===== src/rtl/insn_decode.sv =====
module insn_decode (
  input  logic        clk,
  input  logic        rst_n,
  input  logic        in_valid,
  input  logic [31:0] insn,
  output logic        out_valid,
  output logic [4:0]  rs_idx,
  output logic [4:0]  rt_idx,
  output logic [4:0]  shamt,
  output logic [4:0]  dest_idx,
  output logic [1:0]  dst_sel,
  output logic        reg_we,
  output logic [3:0]  alu_op,
  output logic [31:0] imm_ext,
  output logic        mem_rd,
  output logic        mem_wr,
  output logic [1:0]  mem_size,
  output logic        mem_unsigned,
  output logic [1:0]  branch_kind,
  output logic [1:0]  jump_kind,
  output logic        illegal
);
  localparam logic [3:0] A_ADD = 4'd0, A_SUB = 4'd1, A_AND = 4'd2, A_OR = 4'd3,
                         A_XOR = 4'd4, A_NOR = 4'd5, A_SLT = 4'd6, A_SLTU = 4'd7,
                         A_SLL = 4'd8, A_SRL = 4'd9, A_SRA = 4'd10, A_LUI = 4'd11;
  localparam logic [1:0] SEL_RT = 2'd0, SEL_RD = 2'd1, SEL_LINK = 2'd2;
  localparam logic [1:0] SZ_B = 2'd0, SZ_H = 2'd1, SZ_W = 2'd2;
  localparam logic [4:0] LINK_REG = 5'd31;

  logic [5:0]  op, fn;
  logic [15:0] k16;
  logic [31:0] k_sx, k_zx, k_hi, k_tgt;

  assign op    = insn[31:26];
  assign fn    = insn[5:0];
  assign k16   = insn[15:0];
  assign k_sx  = {{16{k16[15]}}, k16};
  assign k_zx  = {16'h0000, k16};
  assign k_hi  = {k16, 16'h0000};
  assign k_tgt = {6'd0, insn[25:0]};

  logic        n_we, n_rd, n_wr, n_uns, n_ill;
  logic [1:0]  n_sel, n_size, n_br, n_jmp;
  logic [3:0]  n_alu;
  logic [31:0] n_imm;
  logic [4:0]  n_dest;

  always_comb begin
    n_we = 1'b0; n_sel = SEL_RT; n_alu = A_ADD; n_imm = '0;
    n_rd = 1'b0; n_wr = 1'b0; n_size = SZ_B; n_uns = 1'b0;
    n_br = 2'd0; n_jmp = 2'd0; n_ill = 1'b0;
    case (op)
      6'd0: begin
        n_we = 1'b1; n_sel = SEL_RD;
        case (fn)
          6'd0:  n_alu = A_SLL;
          6'd2:  n_alu = A_SRL;
          6'd3:  n_alu = A_SRA;
          6'd32, 6'd33: n_alu = A_ADD;
          6'd34, 6'd35: n_alu = A_SUB;
          6'd36: n_alu = A_AND;
          6'd37: n_alu = A_OR;
          6'd38: n_alu = A_XOR;
          6'd39: n_alu = A_NOR;
          6'd42: n_alu = A_SLT;
          6'd43: n_alu = A_SLTU;
          6'd8: begin
            n_we = 1'b0; n_sel = SEL_RT; n_jmp = 2'd3;
          end
          default: begin
            n_we = 1'b0; n_sel = SEL_RT; n_ill = 1'b1;
          end
        endcase
      end
      6'd2: begin n_jmp = 2'd1; n_imm = k_tgt; end
      6'd3: begin n_jmp = 2'd2; n_imm = k_tgt; n_we = 1'b1; n_sel = SEL_LINK; end
      6'd4: begin n_br = 2'd1; n_alu = A_SUB; n_imm = k_sx; end
      6'd5: begin n_br = 2'd2; n_alu = A_SUB; n_imm = k_sx; end
      6'd8, 6'd9: begin n_we = 1'b1; n_alu = A_ADD; n_imm = k_sx; end
      6'd10: begin n_we = 1'b1; n_alu = A_SLT;  n_imm = k_sx; end
      6'd11: begin n_we = 1'b1; n_alu = A_SLTU; n_imm = k_sx; end
      6'd12: begin n_we = 1'b1; n_alu = A_AND;  n_imm = k_zx; end
      6'd13: begin n_we = 1'b1; n_alu = A_OR;   n_imm = k_zx; end
      6'd14: begin n_we = 1'b1; n_alu = A_XOR;  n_imm = k_zx; end
      6'd15: begin n_we = 1'b1; n_alu = A_LUI;  n_imm = k_hi; end
      6'd32: begin n_we = 1'b1; n_rd = 1'b1; n_imm = k_sx; n_size = SZ_B; end
      6'd33: begin n_we = 1'b1; n_rd = 1'b1; n_imm = k_sx; n_size = SZ_H; end
      6'd35: begin n_we = 1'b1; n_rd = 1'b1; n_imm = k_sx; n_size = SZ_W; end
      6'd36: begin n_we = 1'b1; n_rd = 1'b1; n_imm = k_sx; n_size = SZ_B; n_uns = 1'b1; end
      6'd37: begin n_we = 1'b1; n_rd = 1'b1; n_imm = k_sx; n_size = SZ_H; n_uns = 1'b1; end
      6'd40: begin n_wr = 1'b1; n_imm = k_sx; n_size = SZ_B; end
      6'd41: begin n_wr = 1'b1; n_imm = k_sx; n_size = SZ_H; end
      6'd43: begin n_wr = 1'b1; n_imm = k_sx; n_size = SZ_W; end
      default: n_ill = 1'b1;
    endcase
  end

  always_comb begin
    case (n_sel)
      SEL_RD:   n_dest = insn[15:11];
      SEL_LINK: n_dest = LINK_REG;
      default:  n_dest = n_we ? insn[20:16] : 5'd0;
    endcase
  end

  always_ff @(posedge clk or negedge rst_n) begin
    if (!rst_n) begin
      out_valid <= 1'b0; rs_idx <= '0; rt_idx <= '0; shamt <= '0;
      dest_idx <= '0; dst_sel <= '0; reg_we <= 1'b0; alu_op <= '0;
      imm_ext <= '0; mem_rd <= 1'b0; mem_wr <= 1'b0; mem_size <= '0;
      mem_unsigned <= 1'b0; branch_kind <= '0; jump_kind <= '0; illegal <= 1'b0;
    end else begin
      out_valid <= in_valid;
      if (in_valid) begin
        rs_idx       <= insn[25:21];
        rt_idx       <= insn[20:16];
        shamt        <= insn[10:6];
        dest_idx     <= n_dest;
        dst_sel      <= n_sel;
        reg_we       <= n_we;
        alu_op       <= n_alu;
        imm_ext      <= n_imm;
        mem_rd       <= n_rd;
        mem_wr       <= n_wr;
        mem_size     <= n_size;
        mem_unsigned <= n_uns;
        branch_kind  <= n_br;
        jump_kind    <= n_jmp;
        illegal      <= n_ill;
      end else begin
        reg_we <= 1'b0; mem_rd <= 1'b0; mem_wr <= 1'b0;
        branch_kind <= '0; jump_kind <= '0; illegal <= 1'b0;
        dst_sel <= '0; dest_idx <= '0; mem_size <= '0; mem_unsigned <= 1'b0;
      end
    end
  end
endmodule


===== config.mk =====
export PLATFORM = sky130hd
export DESIGN_NAME = insn_decode
export DESIGN_NICKNAME = d
export VERILOG_FILES = /design/src/rtl/insn_decode.sv
export SDC_FILE = /design/constraint.sdc
export NUM_CORES = 1
export LEC_CHECK = 0
export BUFFER_PORTS_ARGS = -buffer_cell sky130_fd_sc_hd__buf_2
export CAP_MARGIN = 30
export CORE_MARGIN = 5
export CORE_UTILIZATION = 45
export DETAILED_ROUTE_END_ITERATION = 10
export GPL_ROUTABILITY_DRIVEN = 0
export PLACE_DENSITY = 0.79
export SLEW_MARGIN = 25
export SYNTH_ARGS = -nofsm -noshare
export SYNTH_HDL_FRONTEND = slang
export SYNTH_SLANG_ARGS = --single-unit

===== constraint.sdc =====
create_clock -name clk -period 0.9 [get_ports clk]
set_clock_uncertainty 0.2 [all_clocks]
set_input_delay 0.09 -clock clk [delete_from_list [all_inputs] [get_ports clk]]
set_output_delay 0.09 -clock clk [all_outputs]
set_load 0.01 [all_outputs]

==> flow_summary.toml, run 1 <==
[placed_design]
place_area_um2 = 4290
dp_hpwl_mm = 7.05
portBuffers = 104
place_ws_ns = -1.05

[timing]
finalCritPeriodShare_pct = 192
hold_ws_ns = -0.232
slew_violations = 0
fin_tns_setup_ns = -40.79
setup_violations = 133
hold_viol_final = 48
fin_crit_ns = 1.73
slew_headroom_pct = 58.4
worstMarginPinSlew_ns = 0.609
grt_setup_unrepaired = "true"
finalWorstSetupSlack_ns = -0.826
fmax_mhz = 579

[worst_setup_path]
critPathKind = "primary input to flop"
worstPathMaxFanout = 10
path_cells = "buf_4 -> buf_4 -> nand2b_1 -> nand2_1 -> and3_4 -> ha_4 -> buf_6 -> nor2_2 -> a21oi_2 -> nor3_2"
worstPathArrival_ns = 1.81
crit_required_ns = 0.98
path_buf_inv = 3
critPathTopFamily = "simple AND/OR/NAND/NOR gates"
worst_setup_path_start_kind = "primary input"
end_kind = "flop"
crit_path_max_incr_delay_ns = 0.30
crit_slowest_cell = "nor3_2"
path_common_cell = "buf_4"

[synth]
synthMuxAreaShare_pct = 3.54
yosysTopAreaCell = "dfrtp_1"
synth_top_area_share_pct = 55.1
synth.area.top_cells = "dfrtp_1, a21oi_1, o2bb2ai_1"
synthXorXnorAreaFrac_pct = 0.275
synth_common_cells = "dfrtp_1, a21oi_1, nand2_1, nor2_1, o2bb2ai_1"
synth_flop_cell = "dfrtp_1"
synth_most_common_cell = "dfrtp_1"
synth_warnings = 0
synth_compound_area_share_pct = 21.0
ys_seq_elements = 70
synth.distinct_cells = 47
avgSynthCellArea_um2 = 10.2
async_flop_share_pct = 100
yosys.area_share.simple_pct = 13.9
synth-edff-count = 0
synth_area_um2 = 3180
synth_nets = 348
syn_inst = 311
synth-seq-area-share_pct = 55.1
synth-adder-area-share_pct = 0.787
synth_top_family_by_area = "compound AO/OA/AOI/OAI gates"

[clock_tree]
htree_levels = 3
insertion_delay_ns = 0.38
cts_tree = "yes"
cts_hold_buf = 5
clock-sinks = 70
clockBufferDepth = 2
clockRootBuffer = "clkbuf_8"
cts_buffers = 9
clkTransAtPathRegs_ns = 0.09

[global_routing]
grt_antenna_before_repair = 0
grt_max_degree = 27
track_usage_pct = 31.7
grt_pass1_vias = 3714
grt.overflow.total = 0
grt_pass1_wl_mm = 20.7

[drt]
wl_per_cell_um = 26.3
dr.pass1.iters = 5
drtIter0Drc = 492
drt_wl_total_mm = 16.4
drc = 0
via_per_inst = 6.25
vias = 3890
drtAntennaViolNets = 0

[cells_and_area]
num-fill-cells = 291
diodes = 0
drive_above_1_share_pct = 67.3
area_growth_pct = 86.2
final_nets = 558
design_area_um2 = 5920

[power_and_ir_drop]
ir_drop_uv = 1370
leakage_nw = 2.80
power.density_nw_per_um2 = 1530

[run_status]
violations = "hold timing, setup timing"
status = "finished with violations"

[floorplanning]
start_util_pct = 46.5
dieArea_um2 = 8850
io_pins = 105
core_um2 = 6830
die_y_um = 94.1
fp.dieW_um = 94.1
rows = 30

[worst_hold_path]
min_path_type = "primary input to flop"

[flow_run]
max-cap-violations = 0
==> flip-flops by register name (all words and copies together) (netlist names), 4 cells and up <==
register  count
imm_ext      32
rt_idx        5
shamt         5
alu_op        4
rs_idx        5
dest_idx      5
==> layout make-up <==
cell class,instances,area [µm²],area share [%]
Clock buffer,10,138,2.32
Clock inverter,6,109,1.84
Inverter,13,72.6,1.23
Multi-Input combinational cell,203,1900,32.1
Sequential cell,70,1750,29.6
Tap cell,96,120,2.03
Timing Repair Buffer,224,1830,30.9
==> timing repair <==
item,in CTS,in global routing
pin swaps,33,28
endpoints found under the hold margin,127,50
gates resized for setup,106,70
setup buffers,35,29
setup endpoints to repair,131,136
cloned,2,0
==> power breakdown <==
| part | internal [W] | total (W) | switching [W] |
|---|---|---|---|
| Clock | 0.00191 | 0.00330 | 0.00138 |
| Sequential | 0.00335 | 0.00350 | 0.000149 |
| Combinational | 0.00107 | 0.00224 | 0.00117 |
==> placed cells by master, fill, tap and decap left out, types with 3 or more instances in the layout <==
| master | n |
|---|---|
| buf_2 | 80 |
| a21oi_4 | 5 |
| a22oi_2 | 10 |
| nor2_2 | 3 |
| inv_4 | 3 |
| inv_1 | 6 |
| nand2_1 | 26 |
| buf_8 | 5 |
| and3_4 | 5 |
| nor3_2 | 4 |
| buf_12 | 8 |
| buf_4 | 81 |
| o2bb2ai_2 | 14 |
| bufinv_16 | 3 |
| nor2_1 | 20 |
| dlygate4sd3_1 | 5 |
| dfrtp_1 | 70 |
| o21ai_0 | 5 |
| nand2_4 | 5 |
| mux2_2 | 10 |
| a21oi_1 | 9 |
| a21oi_2 | 21 |
| nor2_4 | 7 |
| nand2b_1 | 3 |
| nor3_1 | 3 |
| o2bb2ai_4 | 3 |
| o21ai_2 | 3 |
| buf_6 | 42 |
| clkbuf_8 | 10 |
==> stage by stage <==
step | util [%] | power [W] | std cells | hold WS (ns)
after floorplan | - | 0.00417 | 311 | -0.406
after global placement | 62.8 | 0.00481 | 537 | -0.229
after detailed placement | 62.8 | 0.00485 | 537 | -0.222
after CTS | 79.9 | 0.00843 | 595 | -0.213
after global routing | 86.7 | 0.00925 | 622 | -0.229
final | 86.7 | 0.00903 | 622 | -0.232
==> path summary, 6_finish.rpt <==
check,depth (start not counted),startpoint,slack [ns],endpoint
worst max-delay path,10,insn[3],-0.83,dest_idx[3]
worst min-delay path,2,insn[23],-0.23,rs_idx[2]
worst max register to register,3,alu_op[1],-0.25,alu_op[1]
worst min register to register,1,imm_ext[6],0.29,imm_ext[6]
max in group asynchronous,3,rst_n,0.13,dst_sel[0]
min in group asynchronous,2,rst_n,-0.07,imm_ext[8]
==> layer usage <==
metal / vias up / routed length, µm / GRT usage [%]
li1: 1532 / - / -
met4: 0 / 1500 / 16.5
met1: 1876 / 5700 / 39.3
met2: 344 / 7540 / 51.8
met3: 138 / 1640 / 6.57
met5: - / 0 / 0
==> logic make-up (layout without fill, tap and decap cells) <==
group                    count (synthesis)  in the layout
XOR/XNOR                                 1              1
buffers and inverters                   38            253
AND/OR/NAND/NOR                         96             96
flip-flops                              70             70
multiplexers                            10             10
adder cells (fa/ha/maj)                  2              2
AO/OA/AOI/OAI                           94             94
No activity file was read; power rests on OpenSTA's default activity.
==> run 2: changes to the inputs <==
- SKIP_CTS_REPAIR_TIMING: unset -> 1
==> flow_summary.toml, run 2 (synthesized netlist as in run 1, its figures left out) <==
[run_status]
status = "finished with violations"
violations = "hold timing, setup timing"

[worst_setup_path]
crit_required_ns = 0.93
worstPathMaxFanout = 10
critPathKind = "primary input to flop"
worst_setup_path_start_kind = "primary input"
worstPathArrival_ns = 1.71
end_kind = "flop"

[global_routing]
gr-usage-met1_pct = 29.8
grt_antenna_before_repair = 0
track_usage_pct = 22.5
gr-usage-met2_pct = 35.4
grt_max_degree = 27
grt_pass1_vias = 3009
grt.overflow.total = 0
grt.met3_usage_pct = 4.49
grt_pass1_wl_mm = 15.2
top_usage_layer = "met2"

[timing]
setup_violations = 137
slew_headroom_pct = 73.2
hold_viol_final = 53
hold_ws_ns = -0.223
slew_violations = 0
worstMarginPinSlew_ns = 0.401
fin_crit_ns = 1.68
finalWorstSetupSlack_ns = -0.777
fmax_mhz = 596
fin_tns_setup_ns = -39.68
grt_setup_unrepaired = "true"
finalCritPeriodShare_pct = 186

[clock_tree]
cts_tree = "yes"
clkTransAtPathRegs_ns = 0.09
clockRootBuffer = "clkbuf_8"
insertion_delay_ns = 0.35
clockBufferDepth = 2
cts_buffers = 9
htree_levels = 3
clock-sinks = 70

[cells_and_area]
area_growth_pct = 75.3
drive_above_1_share_pct = 61.3
num-fill-cells = 353
most-common-layout-cells = "buf_2, dfrtp_1, buf_4, buf_6, nand2_1"
final_common_cell = "buf_2"
final_nets = 533
largest_reg_flops = 32
design_area_um2 = 5570
largest-register = "imm_ext"
final_core_util_pct = 81.6
diodes = 0

[floorplanning]
dieArea_um2 = 8850
rows = 30
fp.dieW_um = 94.1
io_pins = 105
die_y_um = 94.1
core_um2 = 6830
start_util_pct = 46.5

[placed_design]
dp_hpwl_mm = 7.05
place_area_um2 = 4290
portBuffers = 104
place_ws_ns = -1.05

[power_and_ir_drop]
ir_drop_uv = 1100
power.density_nw_per_um2 = 1560
leakage_nw = 2.63
p_total_w = 0.00870

[drt]
via_per_inst = 5.90
drtIter0Drc = 284
dr.pass1.iters = 5
wl_per_cell_um = 21.9
drtAntennaViolNets = 0
vias = 3525
drc = 0
drt_wl_total_mm = 13.0

[worst_hold_path]
min_path_type = "primary input to flop"

[flow_run]
max-cap-violations = 0
-- run 2: per-stage QoR --
stage,std cells,hold slack (ns)
floorplan,311,-0.406
global placement,537,-0.229
detailed placement,537,-0.222
CTS,553,-0.602
global route,597,-0.210
finish,597,-0.223
-- run 2: power by group --
part | leakage, nW | internal, W | switching [W]
combinational | 1.60 | 0.000957 | 0.00103
sequential | 0.903 | 0.00335 | 0.000144
clock | 0.126 | 0.00191 | 0.00130
-- run 2: path summary, 6_finish.rpt --
path / start / to / slack [ns] / cells past startpoint
worst max-delay path: insn[3] / dest_idx[4] / -0.78 / 10
worst min-delay path: insn[22] / rs_idx[1] / -0.22 / 2
worst max register to register: imm_ext[16] / imm_ext[16] / -0.18 / 3
worst min register to register: imm_ext[1] / imm_ext[1] / 0.31 / 1
max in group asynchronous: rst_n / out_valid / 0.10 / 3
min in group asynchronous: rst_n / shamt[1] / -0.04 / 2
-- run 2: area by class of cell --
type	count	area, µm²	area share [%]
multi-input cells	203	1840	33.0
flip-flops and latches	70	1750	31.4
repair buffers	199	1550	27.9
clock buffers	10	138	2.47
well taps	96	120	2.16
clock inverters	6	109	1.95
inverters	13	63.8	1.15
-- run 2: critical path, cell delays in order --
cell and delay [ns]:
buf_4 0.14, buf_4 0.14, nand2b_1 0.17, nand2_1 0.10, and3_4 0.21, ha_4 0.22
buf_6 0.14, nor2_1 0.12, a21oi_1 0.06, nor3_1 0.31
-- run 2: metal layers --
layer	up-vias	share of wire, %
li1	1474	-
met1	1745	38
met2	232	48
met3	74	7.8
met4	0	5.5
met5	-	0
